[src/rtl/lit_pkg.sv]
package lit_pkg;
  typedef enum logic [1:0] {
    MODE_ONESHOT  = 2'b00,
    MODE_PERIODIC = 2'b01,
    MODE_DEADLINE = 2'b10,
    MODE_RSVD     = 2'b11
  } tmr_mode_e;

  localparam int unsigned VEC_W    = 8;
  localparam int unsigned MASK_BIT = 16;
  localparam int unsigned MODE_LO  = 17;

  localparam logic [1:0] ADDR_CTRL = 2'd0;
  localparam logic [1:0] ADDR_INIT = 2'd1;
  localparam logic [1:0] ADDR_CUR  = 2'd2;
  localparam logic [1:0] ADDR_DIV  = 2'd3;
endpackage

[src/rtl/lit_ctrl_reg.sv]
module lit_ctrl_reg
  import lit_pkg::*;
(
  input  logic             clk_i,
  input  logic             rst_ni,
  input  logic             we_i,
  input  logic [VEC_W-1:0] vec_i,
  input  logic             mask_i,
  input  logic [1:0]       mode_i,
  input  logic             sw_en_i,
  input  logic             dl_cap_i,
  output logic [VEC_W-1:0] vec_o,
  output logic             mask_o,
  output tmr_mode_e        mode_o,
  output logic             mode_chg_o,
  output logic [31:0]      rdata_o
);
  logic [VEC_W-1:0] vec_q;
  logic             mask_q;
  tmr_mode_e        mode_q;
  tmr_mode_e        mode_new;

  // deadline bit only writable with the capability strap
  assign mode_new   = tmr_mode_e'({dl_cap_i & mode_i[1], mode_i[0]});
  assign mode_chg_o = we_i && (mode_new != mode_q);

  always_ff @(posedge clk_i or negedge rst_ni) begin
    if (!rst_ni) begin
      vec_q  <= '0;
      mask_q <= 1'b1;
      mode_q <= MODE_ONESHOT;
    end else if (we_i) begin
      vec_q  <= vec_i;
      mask_q <= mask_i | ~sw_en_i;
      mode_q <= mode_new;
    end
  end

  assign vec_o  = vec_q;
  assign mask_o = mask_q;
  assign mode_o = mode_q;

  always_comb begin
    rdata_o                       = '0;
    rdata_o[VEC_W-1:0]            = vec_q;
    rdata_o[MASK_BIT]             = mask_q;
    rdata_o[MODE_LO+1:MODE_LO]    = mode_q;
  end

  a_r3_mask_forced: assert property (@(posedge clk_i) disable iff (!rst_ni)
    (we_i && !sw_en_i) |=> mask_q);
  a_r2_no_deadline_bit: assert property (@(posedge clk_i) disable iff (!rst_ni)
    (we_i && !dl_cap_i) |=> !mode_q[1]);
endmodule

[src/rtl/lit_countdown.sv]
module lit_countdown #(
  parameter int unsigned CNT_W      = 32,
  parameter int unsigned SH_W       = 3,
  parameter int unsigned MIN_PERIOD = 16,
  localparam int unsigned REM_W     = CNT_W + (1 << SH_W) - 1
) (
  input  logic             clk_i,
  input  logic             rst_ni,
  input  logic             start_i,
  input  logic [CNT_W-1:0] init_i,
  input  logic [SH_W-1:0]  shift_i,
  input  logic             periodic_i,
  input  logic             cancel_i,
  output logic             fire_o,
  output logic [REM_W-1:0] remain_o
);
  logic [REM_W-1:0] remain_q, period_q, len_raw, len_eff;

  assign len_raw = REM_W'(init_i) << shift_i;
  always_comb begin
    len_eff = len_raw;
    if (init_i == '0)
      len_eff = '0;
    else if (periodic_i && len_raw < REM_W'(MIN_PERIOD))
      len_eff = REM_W'(MIN_PERIOD);
  end

  always_ff @(posedge clk_i or negedge rst_ni) begin
    if (!rst_ni) begin
      remain_q <= '0;
      period_q <= '0;
    end else if (cancel_i) begin
      remain_q <= '0;
      period_q <= '0;
    end else if (start_i) begin
      remain_q <= len_eff;
      period_q <= len_eff;
    end else if (remain_q == REM_W'(1)) begin
      remain_q <= periodic_i ? period_q : '0;
    end else if (remain_q != '0) begin
      remain_q <= remain_q - REM_W'(1);
    end
  end

  assign fire_o   = (remain_q == REM_W'(1)) && !start_i && !cancel_i;
  assign remain_o = remain_q;

  a_r5_counts_down: assert property (@(posedge clk_i) disable iff (!rst_ni)
    (remain_q > REM_W'(1) && !start_i && !cancel_i) |=> remain_q == $past(remain_q) - REM_W'(1));
  a_r8_reload_clamped: assert property (@(posedge clk_i) disable iff (!rst_ni)
    (fire_o && periodic_i) |=> remain_q >= REM_W'(MIN_PERIOD));
endmodule

[src/rtl/lit_deadline.sv]
module lit_deadline #(
  parameter int unsigned TS_W = 64
) (
  input  logic            clk_i,
  input  logic            rst_ni,
  input  logic            we_i,
  input  logic [TS_W-1:0] wdata_i,
  input  logic            cancel_i,
  input  logic [TS_W-1:0] tsc_i,
  output logic            fire_o,
  output logic            armed_o,
  output logic [TS_W-1:0] value_o
);
  logic [TS_W-1:0] dl_q;
  logic            armed_q;

  always_ff @(posedge clk_i or negedge rst_ni) begin
    if (!rst_ni) begin
      dl_q    <= '0;
      armed_q <= 1'b0;
    end else begin
      if (we_i) dl_q <= wdata_i;
      if (cancel_i)    armed_q <= 1'b0;
      else if (we_i)   armed_q <= (wdata_i != '0);
      else if (fire_o) armed_q <= 1'b0;
    end
  end

  // a past deadline fires on the first compare
  assign fire_o  = armed_q && (tsc_i >= dl_q) && !we_i && !cancel_i;
  assign armed_o = armed_q;
  assign value_o = dl_q;

  a_r10_disarm_after_fire: assert property (@(posedge clk_i) disable iff (!rst_ni)
    fire_o |=> !armed_q);
endmodule

[src/rtl/lvt_irq_timer.sv]
module lvt_irq_timer
  import lit_pkg::*;
#(
  parameter int unsigned CNT_W      = 32,
  parameter int unsigned SH_W       = 3,
  parameter int unsigned TS_W       = 64,
  parameter int unsigned MIN_PERIOD = 16,
  localparam int unsigned REM_W     = CNT_W + (1 << SH_W) - 1
) (
  input  logic             clk_i,
  input  logic             rst_ni,
  input  logic             sw_en_i,
  input  logic             dl_cap_i,
  input  logic             reg_we_i,
  input  logic [1:0]       reg_addr_i,
  input  logic [31:0]      reg_wdata_i,
  output logic [31:0]      reg_rdata_o,
  input  logic             dl_we_i,
  input  logic [TS_W-1:0]  dl_wdata_i,
  output logic [TS_W-1:0]  dl_rdata_o,
  input  logic [TS_W-1:0]  tsc_i,
  output logic             irq_o,
  output logic [VEC_W-1:0] irq_vec_o
);
  logic [VEC_W-1:0] vec;
  logic             mask, mode_chg;
  tmr_mode_e        mode;
  logic [31:0]      ctrl_rdata;
  logic             is_cd, is_dl, ctrl_we, start;
  logic [CNT_W-1:0] init_q;
  logic [SH_W-1:0]  div_q;
  logic             cd_fire, dl_fire, dl_armed;
  logic [REM_W-1:0] cd_remain, cur_full;
  logic [TS_W-1:0]  dl_value;
  logic             irq_q;
  logic [VEC_W-1:0] vec_q;

  assign is_cd   = (mode == MODE_ONESHOT) || (mode == MODE_PERIODIC);
  assign is_dl   = (mode == MODE_DEADLINE);
  assign ctrl_we = reg_we_i && (reg_addr_i == ADDR_CTRL);
  assign start   = reg_we_i && (reg_addr_i == ADDR_INIT) && is_cd;

  lit_ctrl_reg i_ctrl (
    .clk_i      (clk_i),
    .rst_ni     (rst_ni),
    .we_i       (ctrl_we),
    .vec_i      (reg_wdata_i[VEC_W-1:0]),
    .mask_i     (reg_wdata_i[MASK_BIT]),
    .mode_i     (reg_wdata_i[MODE_LO+1:MODE_LO]),
    .sw_en_i    (sw_en_i),
    .dl_cap_i   (dl_cap_i),
    .vec_o      (vec),
    .mask_o     (mask),
    .mode_o     (mode),
    .mode_chg_o (mode_chg),
    .rdata_o    (ctrl_rdata)
  );

  lit_countdown #(.CNT_W(CNT_W), .SH_W(SH_W), .MIN_PERIOD(MIN_PERIOD)) i_cd (
    .clk_i      (clk_i),
    .rst_ni     (rst_ni),
    .start_i    (start),
    .init_i     (reg_wdata_i[CNT_W-1:0]),
    .shift_i    (div_q),
    .periodic_i (mode == MODE_PERIODIC),
    .cancel_i   (mode_chg),
    .fire_o     (cd_fire),
    .remain_o   (cd_remain)
  );

  lit_deadline #(.TS_W(TS_W)) i_dl (
    .clk_i    (clk_i),
    .rst_ni   (rst_ni),
    .we_i     (dl_we_i && is_dl),
    .wdata_i  (dl_wdata_i),
    .cancel_i (mode_chg),
    .tsc_i    (tsc_i),
    .fire_o   (dl_fire),
    .armed_o  (dl_armed),
    .value_o  (dl_value)
  );

  always_ff @(posedge clk_i or negedge rst_ni) begin
    if (!rst_ni) begin
      init_q <= '0;
      div_q  <= '0;
      irq_q  <= 1'b0;
      vec_q  <= '0;
    end else begin
      if (start) init_q <= reg_wdata_i[CNT_W-1:0];
      if (reg_we_i && reg_addr_i == ADDR_DIV) div_q <= reg_wdata_i[SH_W-1:0];
      irq_q <= (cd_fire || dl_fire) && !mask;
      vec_q <= vec;
    end
  end

  assign cur_full = cd_remain >> div_q;

  always_comb begin
    unique case (reg_addr_i)
      ADDR_CTRL: reg_rdata_o = ctrl_rdata;
      ADDR_INIT: reg_rdata_o = 32'(init_q);
      ADDR_CUR:  reg_rdata_o = is_dl ? 32'd0 : 32'(cur_full[CNT_W-1:0]);
      default:   reg_rdata_o = 32'(div_q);
    endcase
  end

  assign dl_rdata_o = is_dl ? dl_value : '0;
  assign irq_o      = irq_q;
  assign irq_vec_o  = vec_q;

  a_r13_single_pulse: assert property (@(posedge clk_i) disable iff (!rst_ni)
    irq_o |=> !irq_o);
  a_r11_no_count_in_deadline: assert property (@(posedge clk_i) disable iff (!rst_ni)
    is_dl |-> cd_remain == '0);
  a_r12_deadline_idle_elsewhere: assert property (@(posedge clk_i) disable iff (!rst_ni)
    !is_dl |-> !dl_armed);
  a_r14_reserved_idle: assert property (@(posedge clk_i) disable iff (!rst_ni)
    (mode == MODE_RSVD) |-> (cd_remain == '0 && !dl_armed));
endmodule

[config.mk]
export PLATFORM = sky130hd
export DESIGN_NAME = lvt_irq_timer
export DESIGN_NICKNAME = d
export VERILOG_FILES = /design/src/rtl/lit_pkg.sv /design/src/rtl/lit_ctrl_reg.sv /design/src/rtl/lit_countdown.sv /design/src/rtl/lit_deadline.sv /design/src/rtl/lvt_irq_timer.sv
export SDC_FILE = /design/constraint.sdc
export NUM_CORES = 1
export LEC_CHECK = 0
export BUFFER_PORTS_ARGS = -buffer_cell sky130_fd_sc_hd__buf_2
export CORE_MARGIN = 4
export CORE_UTILIZATION = 25
export CTS_CLUSTER_SIZE = 25
export DETAILED_ROUTE_END_ITERATION = 7
export GPL_TIMING_DRIVEN = 1
export PLACE_DENSITY = 0.48
export SYNTH_ARGS = -nofsm -noshare
export SYNTH_HDL_FRONTEND = slang
export SYNTH_SLANG_ARGS = --single-unit
[constraint.sdc]
create_clock -name clk_i -period 6.21 [get_ports clk_i]
set_input_delay 0.3105 -clock clk_i [delete_from_list [all_inputs] [get_ports clk_i]]
set_output_delay 0.3105 -clock clk_i [all_outputs]
set_load 0.05 [all_outputs]
==> tab_implementation.tex <==
\begin{tabular}{lr}
\hline
Metric & Value \\
\hline
\multicolumn{2}{l}{\textbf{Run status}} \\
\quad Outcome & complete, no violations \\
\multicolumn{2}{l}{\textbf{Placement}} \\
\quad Placement Cell Area & 16,030 um2 \\
\quad Inst Count DP & 2,476 \\
\quad Port bufs & 272 \\
\quad Placed wire-length estimate & 41,680 um \\
\quad Placer Congestion & 0.9151 \\
\multicolumn{2}{l}{\textbf{Synth}} \\
\quad Arithmetic-cell share of the synthesized area counting full adders, half adders and majority gates & 0.05901 \\
\quad Number of enable-type register cells in the synthesized netlist & 0 \\
\quad Warnings from Yosys & 0 \\
\quad Synthesized area per cell & 9.052 um2 \\
\quad Cell count after synthesis & 1,546 \\
\quad Proportion of netlist area held by the largest area contributor & 0.3523 \\
\quad Post-synth net total & 1,780 \\
\quad Main flop type after synthesis & dfrtp\_1 \\
\quad Multiplexer share of the synthesized area & 0.1792 \\
\quad Sequential element share of the synthesized area & 0.3541 \\
\quad Library cells used by synthesis & 61 \\
\quad Yosys reg bits & 198 \\
\quad Compound-gate portion of the synthesized area & 0.1222 \\
\quad Main combinational cell family by area after synthesis & simple AND/OR/NAND/NOR gates \\
\quad Cell taking the most area after synthesis & dfrtp\_1 \\
\quad Simple-gate area share of the yosys netlist & 0.2126 \\
\quad Async SR Flop Fraction & 1.000 \\
\quad Top area cells in the synthesized netlist & dfrtp\_1 (35\%), mux2\_2 (6.8\%), nand2\_1 (6.2\%), ha\_1 (5.9\%), mux4\_2 (5.6\%) \\
\quad Xor-xnor portion of the synthesized cell area & 0.02128 \\
\quad Post-synthesis instance area & 13,990 um2 \\
\multicolumn{2}{l}{\textbf{Floorplan}} \\
\quad Cell Rows & 86 \\
\quad Area inside the core boundary & 55,310 um2 \\
\quad Die area & 59,830 um2 \\
\quad Starting density of the core & 0.2530 \\
\quad Width of the chip & 244.6 um \\
\quad I/O pin cnt & 273 \\
\quad Die boundary height & 244.6 um \\
\multicolumn{2}{l}{\textbf{Drt}} \\
\quad Avg WL per Cell & 21.81 um \\
\quad Number of routed nets with antenna violations & 0 \\
\quad Metal2 WL & 25,320 um \\
\quad Initial DRT Pass Iterations & 5 \\
\quad Via-to-Cell Ratio & 5.170 \\
\quad Met1 wire length & 24,130 um \\
\quad Met3 wirelength from detailed routing & 4015 um \\
\quad Number of DRC violations after detailed routing & 0 \\
\quad Drt first-iter violations & 1,102 \\
\quad Final WL & 54,770 um \\
\quad Highest routed layer & met4 \\
\quad Detailed-route via count & 12.98k \\
\multicolumn{2}{l}{\textbf{STA}} \\
\quad Final hold violation count & 0 \\
\quad Total setup violations reported at the end of the flow & 0 \\
\quad Post-route setup TNS & 0 ns \\
\quad Clock period minus worst slack & 4.044 ns \\
\quad RSZ-0062 raised after global routing & false \\
\quad Slew Limit Headroom & 0.2045 \\
\quad Slew @ Worst Pin & 1.193 ns \\
\quad Post-route fraction of the period consumed by the critical path & 0.6513 \\
\quad Fmax & 247.3 MHz \\
\quad Number of pins with negative max-slew slack in the final report & 0 \\
\quad Worst-case clock skew & 0.01077 ns \\
\multicolumn{2}{l}{\textbf{Critical path}} \\
\quad Peak fanout along the critical path & 49 \\
\quad CP max-delay cell & dfrtp\_4 \\
\quad Cell class contributing the biggest share of worst-path delay & buffers and inverters \\
\quad Buffering stage count on the worst path with inverters included & 3 \\
\quad Arrival time reported for the critical path endpoint & 3.73 ns \\
\quad CP Class & register to output port \\
\quad Critical path, cell by cell & buf\_4 -> inv\_1 -> a21oi\_1 -> nand2\_1 -> a21oi\_1 -> a21oi\_1 -> a2bb2oi\_1 -> buf\_2 \\
\quad Data required, critical path & 5.90 ns \\
\quad Critical path endpoint category & output port \\
\quad Largest stage delay on the critical path & 0.84 ns \\
\quad Nature of the critical path startpoint & register \\
\quad Most common cell on crit path & a21oi\_1 \\
\multicolumn{2}{l}{\textbf{Clocking}} \\
\quad Clock tree from TritonCTS & built \\
\quad Total of cells resized after clock tree synthesis & 0 \\
\quad CTS Buffer Depth & 2 \\
\quad Number of buffers added by the clock tree synthesis step & 17 \\
\quad CTS H-Tree Depth & 4 \\
\quad Root buffer cell & clkbuf\_16 \\
\quad Worst-skew pair later-pin latency & 0.50 ns \\
\quad Clock-pin slew of the registers on the worst-case setup and hold paths & 0.08 ns \\
\quad Number of buffers inserted to repair setup after CTS & 0 \\
\quad Number of clock sinks & 198 \\
\multicolumn{2}{l}{\textbf{Power}} \\
\quad Power density relative to cell area & 371.0 nW/um2 \\
\quad Total leakage power & 0.007801 uW \\
\quad Share of power burned in registers & 0.357 \\
\quad Switching share of power & 0.4264 \\
\quad Switching pwr & 2644 uW \\
\quad Proportion of power drawn by the clock network & 0.209 \\
\quad Maximum resistive drop on vdd & 239.9 uV \\
\quad Internal portion of total power & 3557 uW \\
\quad Combinational group share of total power & 0.434 \\
\multicolumn{2}{l}{\textbf{Flow run}} \\
\quad Number of maximum-capacitance constraint violations & 0 \\
\multicolumn{2}{l}{\textbf{Final layout}} \\
\quad Finished Layout Cells & 2,511 \\
\quad Commonest non-fill, non-tap cells in the layout & buf\_2 (271), nand2\_1 (230), dfrtp\_1 (194) \\
\quad Post-synthesis to final-layout area growth & 19.44\% \\
\quad Filler Cell Count & 5,989 \\
\quad Combined area of the multi-input logic cells & 8343 um2 \\
\quad Post-route cell area & 16,710 um2 \\
\quad Fraction of layout cells with a size suffix above 1 & 0.2622 \\
\quad Most common cell after layout, fill and taps aside & buf\_2 \\
\quad Fraction of the core area covered by cells at the end of the flow & 0.3022 \\
\quad Sequential cell area & 4965 um2 \\
\quad Fin nets & 1,983 \\
\multicolumn{2}{l}{\textbf{Global routing}} \\
\quad Initial antenna violation count & 2 \\
\quad Pin count of the biggest net entering global routing & 74 \\
\quad Global-route wire length before repair & 81,350 um \\
\quad Overall overflow remaining after global route & 0 \\
\quad Number of global-route vias before repair & 12.59k \\
\quad Global-route total usage across every layer & 0.1774 \\
\multicolumn{2}{l}{\textbf{Worst hold path}} \\
\quad Worst min-delay path class & input pin to register \\
\hline
\end{tabular}
## path summary, 6_finish.rpt
path,from,to,slack (ns),cells after the start
worst max register to register,div_q[0],i_cd.period_q[2],2.61,8
worst max-delay path,div_q[0],reg_rdata_o[0],2.17,8
worst min register to register,i_ctrl.vec_o[6],irq_vec_o[6],0.40,0
min in group asynchronous,rst_ni,i_cd.period_q[33],0.39,2
worst min-delay path,dl_wdata_i[31],i_dl.value_o[31],0.06,2
max in group asynchronous,rst_ni,i_dl.value_o[41],4.45,3
## registers in the layout, summed over array words and instances, names as in the netlist
register       count
i_dl.value_o      64
i_ctrl.vec_o       8
i_cd.period_q     39
irq_vec_o          8
i_cd.remain_o     39
i_ctrl.mask_o      1
init_q            32
irq_o              1
i_dl.armed_o       1
div_q              3
i_ctrl.mode_o      2
## power groups by stage
stage               Sequential (uW)  Clock [uW]  Combinational (uW)
floorplan                      1990           0                2030
detailed placement             2230           0                2690
CTS                            2210        1330                2700
global route                   2270        1380                2960
global placement               2210           0                2670
finish                         2210        1300                2690
## worst register-to-register path, delay by kind of cell (launching register included)
kind / cells / cell delay, ns
buffers and inverters: 2 / 1.16
and+or+nand+nor: 3 / 0.66
DFF: 1 / 0.73
AOI/OAI and AO/OA: 3 / 0.92
## layout make-up
cell class | instances | area share
clock inverter | 13 | 0.01362
multi-input combinational | 1165 | 0.4991
tap | 748 | 0.05599
antenna | 1 | 0.0001497
inverter | 75 | 0.01684
sequential | 198 | 0.2970
timing repair buffer | 292 | 0.09132
clock buffer | 19 | 0.02590
## what timing repair did
| action | CTS | global route |
|---|---|---|
| hold buffers | 2 | 0 |
| hold endpoints to repair | 72 | 0 |
| setup endpoints to repair | 0 | 0 |
## synth_stat cells (3+ instances only)
cell and n:
nand2_1 231, dfrtp_1 197, nor2_1 91, mux2_2 84, inv_1 75, and2_1 73, mux2i_1 72, clkbuf_1 70
a21oi_1 67, ha_1 66, nor3_1 59, o21ai_0 59, mux4_2 35, nor4_1 35, a211oi_1 26, buf_2 26
nand4_1 24, nand3_1 20, xor2_1 18, xnor2_1 16, a21o_1 15, a221oi_1 15, and3_1 15, a31oi_1 12
o22ai_1 12, or3_1 12, buf_1 10, a311oi_1 9, nor2b_1 9, o211ai_1 9, o21a_1 7, nand2b_1 6
or2_2 6, a2111oi_0 5, nor3b_1 5, or4_1 5, a211o_1 4, nand3b_1 4, o221ai_1 4, o31ai_1 4
or3b_2 3
## metal layers
metal  track usage  vias up
met5             0        -
met2        0.2872      525
li1              -     5960
met1        0.2362     6428
met4       0.05471        0
met3       0.04057       69
## logic make-up (layout without fill, tap and decap cells)
kind of cell | Yosys count | count (layout)
and+or+nand+nor | 607 | 607
muxes | 193 | 193
xor gates and xnor gates | 34 | 34
buffers and inverters | 183 | 399
AOI/OAI and AO/OA | 265 | 265
adders and majority gates | 66 | 66
DFF | 198 | 198
other | 0 | 1
## metrics by stage
step,setup slack [ns],hold slack (ns),total power (uW)
2_1_floorplan,2.732,0.01491,4025
4_1_cts,2.120,0.02222,6246
5_1_grt,1.777,0.04909,6602
6_report,2.166,0.06301,6202
3_5_place_dp,2.646,0.3301,4921
3_3_place_gp,2.716,0.3291,4885
Note: power is estimated with default switching activity, not from simulation.
